## src/rtl/bar_dec_pkg.sv

```systemverilog
package bar_dec_pkg;

  localparam int ADDR_W     = 32;
  localparam int IO_EN_BIT  = 0;
  localparam int MEM_EN_BIT = 1;

  typedef struct packed {
    logic              en;
    logic [ADDR_W-1:0] base;
    logic [ADDR_W-1:0] last;
  } win_t;

endpackage

```

## src/rtl/bar_window_calc.sv

```systemverilog
module bar_window_calc
  import bar_dec_pkg::*;
#(
  parameter logic [ADDR_W-1:0] SIZE   = 32'h100,
  parameter bit                IS_IO  = 1'b0,
  parameter bit                IS_ROM = 1'b0,
  parameter int                IO_AW  = 16
) (
  input  logic              io_en,
  input  logic              mem_en,
  input  logic [ADDR_W-1:0] bar,
  output win_t              win
);

  localparam logic [ADDR_W-1:0] SPAN   = SIZE - 1'b1;
  localparam logic [ADDR_W-1:0] MASK   = ~SPAN;
  localparam logic [ADDR_W:0]   IO_TOP = (ADDR_W+1)'(1) << IO_AW;
  localparam bit                USED   = (SIZE != '0);

  logic [ADDR_W-1:0] base;
  logic [ADDR_W-1:0] last;
  logic              space_on;
  logic              fits;

  assign base = bar & MASK;
  assign last = base + SPAN;

  generate
    if (IS_IO) begin : g_io
      assign space_on = io_en;
      assign fits     = ({1'b0, last} < IO_TOP);
    end else if (IS_ROM) begin : g_rom
      assign space_on = mem_en & bar[0];
      assign fits     = 1'b1;
    end else begin : g_mem
      assign space_on = mem_en;
      assign fits     = 1'b1;
    end
  endgenerate

  assign win.en   = USED & space_on & (base != '0) & (last > base) & fits;
  assign win.base = base;
  assign win.last = last;

endmodule

```

## src/rtl/bar_hit_select.sv

```systemverilog
module bar_hit_select
  import bar_dec_pkg::*;
#(
  parameter int               NREG      = 7,
  parameter int               IO_AW     = 16,
  parameter logic [NREG-1:0]  REGION_IO = 7'b0001001
) (
  input  win_t [NREG-1:0]    wins,
  input  logic [ADDR_W-1:0]  addr,
  input  logic               is_io,
  output logic [NREG-1:0]    hit,
  output logic [ADDR_W-1:0]  off
);

  localparam int PAD_W = ADDR_W - IO_AW;

  logic [ADDR_W-1:0] eff;
  logic [NREG-1:0]   match;

  assign eff = is_io ? {{PAD_W{1'b0}}, addr[IO_AW-1:0]} : addr;

  generate
    for (genvar i = 0; i < NREG; i++) begin : g_match
      assign match[i] = wins[i].en && (REGION_IO[i] == is_io) &&
                        (eff >= wins[i].base) && (eff <= wins[i].last);
    end
  endgenerate

  always_comb begin
    logic found;
    found = 1'b0;
    hit   = '0;
    off   = '0;
    for (int i = 0; i < NREG; i++) begin
      if (!found && match[i]) begin
        found  = 1'b1;
        hit[i] = 1'b1;
        off    = eff - wins[i].base;
      end
    end
  end

endmodule

```

## src/rtl/bar_remap_track.sv

```systemverilog
module bar_remap_track
  import bar_dec_pkg::*;
#(
  parameter int NREG = 7
) (
  input  logic             clk,
  input  logic             rst_n,
  input  win_t [NREG-1:0]  wins,
  output logic [NREG-1:0]  mask_q
);

  logic [NREG-1:0][ADDR_W:0] key;
  logic [NREG-1:0][ADDR_W:0] key_q;

  generate
    for (genvar i = 0; i < NREG; i++) begin : g_key
      assign key[i] = wins[i].en ? {1'b1, wins[i].base} : '0;
    end
  endgenerate

  always_ff @(posedge clk) begin
    if (!rst_n) begin
      key_q  <= '0;
      mask_q <= '0;
    end else begin
      key_q <= key;
      for (int i = 0; i < NREG; i++) begin
        mask_q[i] <= (key[i] != key_q[i]);
      end
    end
  end


  quiet_remap_chk: assert property (@(posedge clk) disable iff (!rst_n)
    ($stable(key) && $past(rst_n)) |=> (mask_q == '0));

endmodule

```

## src/rtl/bar_window_decoder.sv

```systemverilog
module bar_window_decoder
  import bar_dec_pkg::*;
#(
  parameter int                     NREG        = 7,
  parameter int                     IO_AW       = 16,
  parameter logic [NREG*ADDR_W-1:0] REGION_SIZE = {32'h800, 32'h0, 32'h100, 32'h10,
                                                   32'h10000, 32'h1000, 32'h100},
  parameter logic [NREG-1:0]        REGION_IO   = 7'b0001001
) (
  input  logic                   clk,
  input  logic                   rst_n,
  input  logic [1:0]             cfg_cmd_en,
  input  logic [NREG*ADDR_W-1:0] cfg_bar,
  input  logic                   req_valid,
  output logic                   req_ready,
  input  logic [ADDR_W-1:0]      req_addr,
  input  logic                   req_io,
  output logic                   resp_valid,
  input  logic                   resp_ready,
  output logic [NREG-1:0]        resp_hit,
  output logic [ADDR_W-1:0]      resp_off,
  output logic                   remap_pulse,
  output logic [NREG-1:0]        remap_mask
);

  localparam int ROM_SLOT = NREG - 1;
  localparam int ROM_EN_POS = ROM_SLOT * ADDR_W;

  win_t [NREG-1:0]   wins;
  logic [NREG-1:0]   sel_hit;
  logic [ADDR_W-1:0] sel_off;

  generate
    for (genvar i = 0; i < NREG; i++) begin : g_win
      bar_window_calc #(
        .SIZE   (REGION_SIZE[i*ADDR_W +: ADDR_W]),
        .IS_IO  (REGION_IO[i]),
        .IS_ROM (i == ROM_SLOT),
        .IO_AW  (IO_AW)
      ) u_calc (
        .io_en  (cfg_cmd_en[IO_EN_BIT]),
        .mem_en (cfg_cmd_en[MEM_EN_BIT]),
        .bar    (cfg_bar[i*ADDR_W +: ADDR_W]),
        .win    (wins[i])
      );
    end
  endgenerate

  bar_hit_select #(
    .NREG      (NREG),
    .IO_AW     (IO_AW),
    .REGION_IO (REGION_IO)
  ) u_sel (
    .wins  (wins),
    .addr  (req_addr),
    .is_io (req_io),
    .hit   (sel_hit),
    .off   (sel_off)
  );

  bar_remap_track #(
    .NREG (NREG)
  ) u_track (
    .clk    (clk),
    .rst_n  (rst_n),
    .wins   (wins),
    .mask_q (remap_mask)
  );

  assign remap_pulse = |remap_mask;
  assign req_ready   = !resp_valid || resp_ready;

  always_ff @(posedge clk) begin
    if (!rst_n) begin
      resp_valid <= 1'b0;
      resp_hit   <= '0;
      resp_off   <= '0;
    end else if (req_ready) begin
      resp_valid <= req_valid;
      if (req_valid) begin
        resp_hit <= sel_hit;
        resp_off <= sel_off;
      end
    end
  end


  stall_hold_chk: assert property (@(posedge clk) disable iff (!rst_n)
    (resp_valid && !resp_ready) |=> (resp_valid && $stable(resp_hit) && $stable(resp_off)));


  hit_onehot_chk: assert property (@(posedge clk) disable iff (!rst_n)
    resp_valid |-> $onehot0(resp_hit));


  miss_off_zero_chk: assert property (@(posedge clk) disable iff (!rst_n)
    (resp_valid && (resp_hit == '0)) |-> (resp_off == '0));


  io_gate_chk: assert property (@(posedge clk) disable iff (!rst_n)
    (req_valid && req_ready && req_io && !cfg_cmd_en[IO_EN_BIT]) |=> (resp_hit == '0));


  mem_gate_chk: assert property (@(posedge clk) disable iff (!rst_n)
    (req_valid && req_ready && !req_io && !cfg_cmd_en[MEM_EN_BIT]) |=> (resp_hit == '0));


  rom_gate_chk: assert property (@(posedge clk) disable iff (!rst_n)
    (req_valid && req_ready && !cfg_bar[ROM_EN_POS]) |=> !resp_hit[ROM_SLOT]);


  reset_quiet_chk: assert property (@(posedge clk) disable iff (!rst_n)
    $past(!rst_n) |-> (!resp_valid && !remap_pulse));

endmodule

```

## config.mk

```make
export PLATFORM = sky130hd
export DESIGN_NAME = bar_window_decoder
export DESIGN_NICKNAME = d
export VERILOG_FILES = /design/src/rtl/bar_dec_pkg.sv /design/src/rtl/bar_window_calc.sv /design/src/rtl/bar_hit_select.sv /design/src/rtl/bar_remap_track.sv /design/src/rtl/bar_window_decoder.sv
export SDC_FILE = /design/constraint.sdc
export NUM_CORES = 1
export LEC_CHECK = 0
export BUFFER_PORTS_ARGS = -buffer_cell sky130_fd_sc_hd__clkbuf_2
export CAP_MARGIN = 20
export CORE_MARGIN = 2
export CORE_UTILIZATION = 35
export DETAILED_ROUTE_END_ITERATION = 16
export PLACE_DENSITY = 0.57
export SETUP_SLACK_MARGIN = 0.4
export SYNTH_ARGS = -nofsm -noshare
export SYNTH_HDL_FRONTEND = slang
export SYNTH_SLANG_ARGS = --single-unit
```

## constraint.sdc

```tcl
create_clock -name clk -period 11 [get_ports clk]
set_clock_uncertainty 0.2 [all_clocks]
set_input_delay 1.1 -clock clk [delete_from_list [all_inputs] [get_ports clk]]
set_output_delay 1.1 -clock clk [all_outputs]
set_load 0.005 [all_outputs]
```

* Word-level counts from Yosys, hierarchy flattened
Index checks and enable logic that the tools add are counted.
Word-level totals: flip-flop bits (word level) 244, latch bits 0, bits in writable memories 0, ROM bits 0, input bits 263, output and inout port bits 49, word-level logic and storage cells 126, memories kept 0
Cells by class: add/subtract/negate cells 12, multipliers 0, divide/modulo/power cells 0, order comparisons 20, equal/unequal tests 6, shifts and indexed selects 0, muxes and demuxes 23, bitwise logic cells 16, reductions and logical operators 39
Operators by type and width (count):
- $mux W32 | 7
- $mux W33 | 6
- $ne A33 B33 Y1 | 6
- $ge A32 B32 Y1 | 6
- $gt A32 B32 Y1 | 6
- $le A32 B32 Y1 | 6
- $reduce_bool A32 Y1 | 6
- $sub A32 B32 Y32 | 6
- $add A32 B8 Y32 const B | 2
- $lt A32 B17 Y1 const B | 2
- $reduce_bool A33 Y1 const A | 1
- $add A32 B11 Y32 const B | 1
- $add A32 B12 Y32 const B | 1
- $add A32 B16 Y32 const B | 1
- $add A32 B4 Y32 const B | 1
- $logic_and A1 B1 Y1 | 23
- $and A1 B1 Y1 | 15
- $mux W1 | 10
- $reduce_or A7 Y1 | 1
- $logic_not A1 Y1 | 6
- $reduce_and A2 Y1 | 1
- $logic_or A1 B1 Y1 | 1
- $not A1 Y1 | 1

* Depth between registers and ports, before layout
Gate-level depths: netlist (run 1).
depth in word-level cells 23, depth in mapped cells 22, mapped depth without buffers 16

* Modules after synthesis
Synthesis (run 1) repeated with hierarchy kept, for this count alone.
Second synthesis, totals: cell total of the unflattened synthesis 4885, area total of the unflattened synthesis 36007.0 um^2
Modules (own cells, without submodules):
- bar_hit_select | instances 1, cells an instance 2940, area each 19979.2 um^2, sequential area each 0.0 um^2
- bar_remap_track | instances 1, cells an instance 1250, area each 10633.9 um^2, sequential area each 4764.6 um^2
- bar_window_decoder | instances 1, cells an instance 178, area each 1612.8 um^2, sequential area each 800.8 um^2
- bar_window_calc (g_win[3].u_calc) | instances 1, cells an instance 78, area each 578.1 um^2, sequential area each 0.0 um^2
- bar_window_calc (g_win[0].u_calc) | instances 1, cells an instance 76, area each 556.8 um^2, sequential area each 0.0 um^2
- bar_window_calc (g_win[4].u_calc) | instances 1, cells an instance 75, area each 549.3 um^2, sequential area each 0.0 um^2
- bar_window_calc (g_win[6].u_calc) | instances 1, cells an instance 75, area each 540.5 um^2, sequential area each 0.0 um^2
- bar_window_calc (g_win[1].u_calc) | instances 1, cells an instance 74, area each 535.5 um^2, sequential area each 0.0 um^2
- bar_window_calc (g_win[2].u_calc) | instances 1, cells an instance 72, area each 525.5 um^2, sequential area each 0.0 um^2
- bar_window_calc (g_win[5].u_calc) | instances 1, cells an instance 67, area each 495.5 um^2, sequential area each 0.0 um^2

* Worst setup path before layout (run 1)
No wires, ideal clock.
path kind input to register, start point in req_io, end point reg resp_off[14], library setup time 125 ps, data arrival time 5064 ps, data required time 10675 ps, setup slack 5611 ps, stages 20, path buffers 7, path through buf_6 > buf_4 > buf_2 > clkbuf_1 > clkbuf_1 > nor2b_1 > ha_1 > and2_1 > buf_1 > nand2_1 > nor3b_1 > a211oi_1 > a311o_1 > or2_1 > buf_1 > and3_4 > a222oi_1 > mux2i_1 > a2111oi_2 > nor2_1
Between the ends: longest elaborated chain between the ends 20, elaborated cells on any way between the ends 53, those cells by class order compare: 12; mux: 12; bitwise: 1; reduce/logical: 28
RTL lines:
- start, declared | line bar_window_decoder.sv:17 | input logic req_io,
- $mux W32 | line bar_hit_select.sv:20 | assign eff = is_io ? {{PAD_W{1'b0}}, addr[IO_AW-1:0]} : addr;
- $ge A32 B32 Y1 | line bar_hit_select.sv:25 | (eff >= wins[i].base) && (eff <= wins[i].last);
- $logic_and A1 B1 Y1 | line bar_hit_select.sv:24 | assign match[i] = wins[i].en && (REGION_IO[i] == is_io) &&
- $logic_and A1 B1 Y1 | line bar_hit_select.sv:25
- $mux W1 | line bar_hit_select.sv:35 | if (!found && match[i]) begin
- $logic_not A1 Y1 | line bar_hit_select.sv:35
- $logic_and A1 B1 Y1 | line bar_hit_select.sv:35
- $mux W1 | line bar_hit_select.sv:35
- [... 4 more ...]
- $logic_and A1 B1 Y1 | line bar_hit_select.sv:35
- $mux W1 | line bar_hit_select.sv:35
- $logic_not A1 Y1 | line bar_hit_select.sv:35
- $logic_and A1 B1 Y1 | line bar_hit_select.sv:35
- $mux W1 | line bar_hit_select.sv:35
- $logic_not A1 Y1
- $logic_and A1 B1 Y1 | line bar_hit_select.sv:35
- $mux W32 * | line bar_hit_select.sv:35
- end signal, assigned | line bar_window_decoder.sv:82 | resp_off <= sel_off;
- end, declared | line bar_window_decoder.sv:21 | output logic [ADDR_W-1:0] resp_off,
Mark *: on every way between the ends. The rest lies on a longest branch, timed or not. A chain may end at the register's enable or synchronous reset.

* Worst setup path in the final report (run 1)
start point in req_io, end point reg resp_off[31]
The elaborated chain is that of the path after synthesis.

==> results.txt, run 1 <==
The routability-driven placement congestion ratio came out at 0.989. In this run the top signal layer used is met5. The top achievable clock speed came out at 0.157 GHz. From synthesis to final layout, the design area changed by 14.6%. The switching share of power came out at 0.378. Setup repair after global routing left no endpoint under its margin.

The type of the most critical hold path is register to register. The maximum fanout along the worst path came out at 25. The buffers plus inverters on the worst setup path is 4. The number of DRC violations after detailed routing is 0.

After clock tree synthesis, the repair step resized 0 gates. The fraction of registers with async set or reset after synthesis came out at 0. The wire length of the first global-routing pass is 106,000 um. The static power due to leakage came out at 7.93 nW. The clock passes through at most 2 buffers.

The number of diodes added for antenna fixing is 0. The power density over the cells came out at 107 nW/um2. The number of top-level pins came out at 312. The number of enable flip-flop cells after synthesis is 0. In the layout the commonest cells are 219 x clkbuf_2, 184 x dfxtp_1, 179 x inv_1, 163 x nand2_1, 161 x o21ai_0.

Internal power comes to 0.00124 W. The worst supply voltage drop on vdd came out at 0.211 mV. The arrival time of data at the critical path endpoint came out at 6.57 ns. The count of buffers inserted at the top-level ports came out at 219.

The layout cell share with drive strength beyond 1 came out at 0.136. The final max-slew violation count is 0. For the worst setup path, the data required time is 11.19 ns. TritonCTS built the clock tree.

Sorting the synthesized cells by area gives the leading types as dfxtp_1 23%, ha_1 8.8%, xnor2_1 5.2%, o21ai_0 5.0%, a21oi_1 4.9%. The overall track demand over capacity in global routing came out at 0.296. The buffer cell driving the clock tree root is clkbuf_16. The largest net degree at the start of global routing is 58.

The total design power is 0.00199 W. The total met2 wirelength after detailed routing came out at 30,900 um. Of the synthesized area, sequential elements account for 0.226. At the pin with the least slew margin, the transition time is 1.00 ns. Counting every sink on the clock net gives 184. The area of the core region came out at 46,300 um2. The die covers 48,200 um2. The worst slew margin relative to its limit is 0.333. Once detail routing completed, the nets flagged for antenna violations numbered 0.

The initial utilization of the core area, before any placement, comes to 0.352. The register bit count reported by yosys is 184. The horizontal die dimension came out at 220 um.

The count of warnings emitted by yosys is 0. The routed layout has 18,000 vias. Broken down by cell family, the worst path's largest delay share belongs to compound AO/OA/AOI/OAI gates.

Counting every instance in the synthesized netlist gives 2,200. In the final design database the tool counted 2,782 nets. The worst setup path is of the input port to register kind. dfxtp_1 takes more of the synthesized area than any other cell. The average footprint of a synthesized cell is 7.40 um2.

The number of global-route vias before repair is 17,100. The number of detailed-route iterations in the first pass came out at 6. In the finished design, the share of the clock period the worst path needs comes to 0.580. The final period demand of the worst path is 6.38 ns. The portion of synthesized cell area occupied by the leading cell type came out at 0.226. The count of endpoints failing setup in the final report came out at 0.

The later pin in the worst-skew pair is clocked with a latency of 0.52 ns. The clock slew seen by the registers of the worst setup and hold paths is 0.07 ns. The half-perimeter wire length after placement came out at 55,600 um. The routed wire length is 71,400 um. The max-cap violation count came out at 0. The combinational power share came out at 0.324. The number of rows in the core area is 79.

The commonest non-fill, non-tap cell in the layout is clkbuf_2. Walking the worst path, the cells encountered are clkbuf_2 > nand2b_1 > buf_4 > inv_2 > xnor2_1 > ha_1 > inv_1 > o21ai_0 > a32o_1 > a21o_1 > a211oi_2 > o32ai_2 > nand2b_1 > o21ai_0 > a311oi_1 > a31oi_1 > o221a_1. The most used flip-flop cell after synthesis is dfxtp_1. The share of total power dissipated in the clock network is 0.320. The sum of routed wire segments on met1 is 32,000 um.

Counting the fill cells in the layout gives 4,948. TritonCTS created 17 clock buffers. STA classifies the critical path startpoint as an input port. The number of levels the H-tree was split into is 4.

In this run the power spent charging and discharging nets is 0.000754 W. The number of library cell types mapped by synthesis is 100. The number of buffers inserted by post-CTS setup repair is 0. The die boundary height came out at 220 um. The detailed-route vias per instance is 5.95. The final setup TNS is 0 ns.

The initial antenna violation count is 1. The flow ran to the end, and the final reports show no timing, DRC or antenna violations. The worst hold margin is 0.263 ns. The number of hold buffers added after CTS came out at 0. The initial DRC count came out at 1,932.

For this design, the slowest cell found on the critical path is o32ai_2. The mapped netlist covers 16,300 um2. STA classifies the critical path endpoint as a register. The number of hold violations in the final report is 0. The worst stage delay on the critical path is 0.82 ns.

The met3 wire length is 5650 um. The final global-route overflow total is 0. The sequential power share came out at 0.356. The average wire per standard cell is 23.6 um.
-- synth_stat cells (all sizes together), types with 7 or more instances --
master and instances:
o311ai 7, nor2 147, clkbuf 69, a22oi 22
xnor2 96, a2111oi 9, a21o 26, and4 9
ha 114, dfxtp 184, o31ai 12, and2 26
nor4b 14, nand2 163, a21oi 159, buf 33
or3 14, o21bai 8, inv 183, a41oi 10
o211ai 19, a31oi 37, a221oi 13, o21a 18
nor4 71, maj3 17, nor3 90, and3 49
a211oi 21, a21boi 10, o32ai 20, o2111ai 16
nand4 31, nor2b 38, nand3 78, a211o 7
o21ai 166, xor2 29, nand2b 38, nor3b 8
nand3b 10, o22ai 16
-- final cells by class --
type | instances | area [um2] | area share
timing repair buffer | 250 | 1330 | 0.0713
inverter | 183 | 688 | 0.0369
sequential | 184 | 3680 | 0.198
tap | 607 | 759 | 0.0407
clock buffer | 17 | 425 | 0.0228
multi-input combinational | 1764 | 11600 | 0.622
clock inverter | 15 | 158 | 0.00846
-- state kept, by name, summed over array words and instances (netlist names) --
signal	cells
u_track.mask_q	6
resp_hit	6
resp_valid	1
resp_off	32
u_track.key_q	139
-- per-stage QoR --
step / cells / area, um2 / worst slack (ns) / utilization
after floorplan: 2233 / 16400 / 5.61 / -
after global placement: 2988 / 18100 / 4.38 / 0.390
after detailed placement: 2988 / 18100 / 4.32 / 0.390
after CTS: 3020 / 18600 / 4.87 / 0.403
after global routing: 3020 / 18600 / 4.44 / 0.403
final: 3020 / 18600 / 4.62 / 0.403
-- power by group through the flow --
stage	logic, W	clock network [W]	registers, W
after floorplan	0.000401	0	0.000718
after global placement	0.000624	0	0.000723
after detailed placement	0.000627	0	0.000724
after CTS	0.000631	0.000659	0.000708
after global routing	0.000698	0.000681	0.000711
final	0.000646	0.000637	0.000709
-- cell families (layout without fill, tap and decap cells) --
logic type / Yosys count / count (layout) / synth area share
simple gates: 809 / 809 / 0.264
compound gates: 656 / 656 / 0.265
buf+inv: 285 / 465 / 0.0702
flops: 184 / 184 / 0.226
fa+ha+maj: 136 / 136 / 0.104
xor+xnor: 125 / 125 / 0.0673
mux: 4 / 4 / 0.00261
other cells: 1 / 34 / 0.000230
-- final timing paths --
path	startpoint	end	slack [ns]	cells past startpoint
worst max register to register	resp_valid	resp_off[31]	8.25	7
worst min register to register	resp_hit[6]	resp_hit[6]	0.26	2
worst min-delay path	resp_hit[6]	resp_hit[6]	0.26	2
worst max-delay path	req_io	resp_off[31]	4.62	17
-- worst reg2reg max path: cells and delay by family, from the launching register on --
kind | cells | cell delay [ns]
compound gates | 4 | 1.46
simple gates | 2 | 0.27
flops | 1 | 0.31
buf+inv | 1 | 0.40
-- routing by layer --
layer	vias to the layer above	GRT usage
met4	2	0.128
met2	749	0.452
met5	-	0
met1	8628	0.405
li1	8499	-
met3	105	0.0567
Note: power is estimated with default switching activity, not from simulation.
==> run 2, diff against run 1 <==
Clock period 11 ns to 5.9 ns, I/O delays scaled along.
==> results.txt, run 2 (synthesized netlist as in run 1, its figures left out) <==
The flow ran to the end, and the final reports show no timing, DRC or antenna violations. The effective utilization at floorplan came out at 0.352. On the worst path, the slowest cell contributes a delay of 1.00 ns. The number of cells on the worst reg-to-reg path is 8. The layout cell share with drive strength beyond 1 came out at 0.144. Measured along the x axis, the die boundary spans 220 um. For this block, the initial DRC count from the detailed router was 1,824. The initialized floorplan defines 79 standard-cell rows. In this run, CTS created clock tree buffers numbering 17. The number of buffers on the longest clock path came out at 2. The initial antenna violation count is 2. The worst hold path startpoint is req_valid.

Counting tap cells, the placed design contains a total of 3,013 instances. Ranked by flip-flop count, first place goes to u_track.key_q. The clock power share is 0.332. The most critical setup path has its startpoint at req_io. CTS saw 184 sinks. The count of buffers inserted at the top-level ports is 219. Gates resized during post-CTS repair numbered 0. The final global-route overflow total is 0. At the end of routability-driven placement, the weighted congestion stood at 0.980. The worst register-to-register path begins at resp_valid. The number of global-route vias before repair is 17,000. The library cell used most frequently in the layout, excluding fill and tap cells, is clkbuf_2. In the layout the commonest cells are 219 x clkbuf_2, 184 x dfxtp_1, 179 x inv_1, 163 x nand2_1, 161 x o21ai_0. The top achievable clock speed came out at 0.200 GHz. The die boundary height came out at 220 um.

Setup repair after global routing left no endpoint under its margin. After detailed routing, the number of remaining DRC violations is 0. The number of hold violations in the final report came out at 0. Entering global routing, the biggest net connects 58 pins. The combinational power share is 0.320.

The max-cap violation count came out at 0. The type of the most critical hold path is input port to register. Headroom to the max-slew limit came out at 0.173.

For this design the top-level I/O count stands at 312. The worst setup path is launched from an input port. Across every metal layer, demand over resource in global routing totals 0.297. After detailed routing, the average wire length per cell comes to 23.6 um. Compared with the post-synthesis result, the final layout area differs by 16.0%. The number of buffers inserted by post-CTS setup repair is 0.

In the finished design, the share of the clock period the worst path needs comes to 0.847. The slowest stage of the critical path is the nor2b_1 cell. In this run the critical register-to-register path is captured at resp_off[31]. The path with the worst hold slack has its endpoint at resp_valid. The maximum fanout along the worst path is 13. The area of the core region is 46,300 um2.

After clock tree synthesis, the flow added hold-fix buffers numbering 0. The wire length of the first global-routing pass is 106,000 um. TritonCTS built the clock tree. The transition time at the pin with the least slew margin is 1.24 ns.

The final setup TNS is 0 ns. The total vias in the final route came out at 18,000. The cell repeated most along the worst path is buf_4.

The number of levels the H-tree was split into came out at 4. Power spread over the standard cell area amounts to 201 nW/um2. Counting instances, the worst hold path has a depth of 3. The arrival time of data at the critical path endpoint came out at 5.21 ns.

The sequential power share is 0.348. The worst hold margin is 0.105 ns. The total non-filler cell area in the finished layout came out at 18,900 um2. The worst path in the final design needs a cycle of 5.00 ns, including I/O delays and setup. The signal on the critical path passes through clkbuf_2 > nor2b_1 > buf_4 > ha_1 > inv_1 > maj3_1 > a21oi_1 > a21o_1 > a211oi_2 > o32ai_2 > nand2b_1 > o21ai_0 > a311oi_1 > buf_4 > a31oi_1 > o221a_1. The clock latency of the later-clocked register in the worst-skew pair came out at 0.53 ns. Clock-pin slew was measured on the worst setup and hold paths at 0.08 ns.

The worst-case IR drop observed on VDD is 0.292 mV. The type of the worst setup path is input port to register. The worst setup path is captured at a register.

The buffers plus inverters on the worst setup path came out at 4. The buffer cell driving the clock tree root is clkbuf_16. The reg-to-reg setup timing slack came out at 3.44 ns. The analysis attributes to net switching a power of 0.00149 W. The routed wire length came out at 71,900 um. The number of antenna-violating nets in the routed design is 0. The count of endpoints failing setup in the final report came out at 0.

The largest registers in the layout are u_track.key_q (139), resp_off (32). For the worst setup path, the data required time is 6.11 ns. The final standard cell count with taps included and fillers excluded is 3,046. The net count of the finished layout is 2,807. Of the total power, the share spent switching nets is 0.392. The static power due to leakage came out at 8.08 nW. Dividing the detail-routed via count by the number of cells gives 5.92. The flip-flop count of the largest register after layout is 139. The first TritonRoute pass finished after 5 iterations. The family with the most delay on the worst path is compound AO/OA/AOI/OAI gates. The final max-slew violation count was 0.

After detailed placement, the total cell area comes to 18,200 um2. The half-perimeter wire length after placement came out at 56,900 um. Cell internal power was estimated by the tool at 0.00231 W. The die area is 48,200 um2.
-- run 2: changes by cell type in the layout (fill, tap and decap cells not counted), moves of 3 or more --
cell / before / now
buf_4: 31 / 56
clkinvlp_4: 3 / 0
clkinv_8: 1 / 6
clkinv_4: 3 / 0
inv_12: 0 / 3
-- run 2: per-layer routing --
layer | global-route usage | wire, um | vias to the layer above
li1 | - | - | 8552
met1 | 0.400 | 31900 | 8662
met2 | 0.459 | 31500 | 705
met3 | 0.0660 | 5730 | 122
met4 | 0.118 | 2760 | 2
met5 | 0 | 11 | -
-- run 2: stage by stage --
step	total power, W	util	setup WS, ns
after global placement	0.00253	0.394	0.481
after detailed placement	0.00253	0.394	0.489
after CTS	0.00380	0.408	1.04
after floorplan	0.00208	-	1.02
after global routing	0.00397	0.408	0.684
final	0.00380	0.408	0.901
-- run 2: final cells by class --
type / count / area [um2]
Clock buffer: 17 / 425
Inverter: 183 / 688
Tap cell: 607 / 759
Sequential cell: 184 / 3680
Fill cell: 4920 / 27400
Multi-Input combinational cell: 1764 / 11600
Timing Repair Buffer: 275 / 1520
Antenna cell: 1 / 2.50
Clock inverter: 15 / 209
-- run 2: worst reg2reg max path, cell delays in order (launching register included) --
cell and delay (ns):
dfxtp_1 0.32, nand2b_1 0.12, and2_1 0.14, buf_4 0.39, o21ai_0 0.39, a311oi_1 0.35, buf_4 0.18, a31oi_1 0.11
o221a_1 0.16
-- run 2: worst max path at each step --
| stage | slack, ns | cells after the start | endpoint |
|---|---|---|---|
| 2_1_floorplan | 1.02 | 20 | resp_off[14] |
| 3_3_place_gp | 0.48 | 15 | resp_off[25] |
| 3_5_place_dp | 0.49 | 15 | resp_off[25] |
| 4_1_cts | 1.04 | 15 | resp_off[25] |
| 5_1_grt | 0.68 | 15 | resp_off[4] |
| 6_report | 0.90 | 16 | resp_off[31] |
-- run 2: power by group through the flow --
stage	Clock (W)	Combinational, W	Sequential [W]
floorplan	0	0.000747	0.00134
global placement	0	0.00118	0.00135
detailed placement	0	0.00118	0.00135
CTS	0.00129	0.00119	0.00132
global route	0.00133	0.00131	0.00133
finish	0.00126	0.00122	0.00132
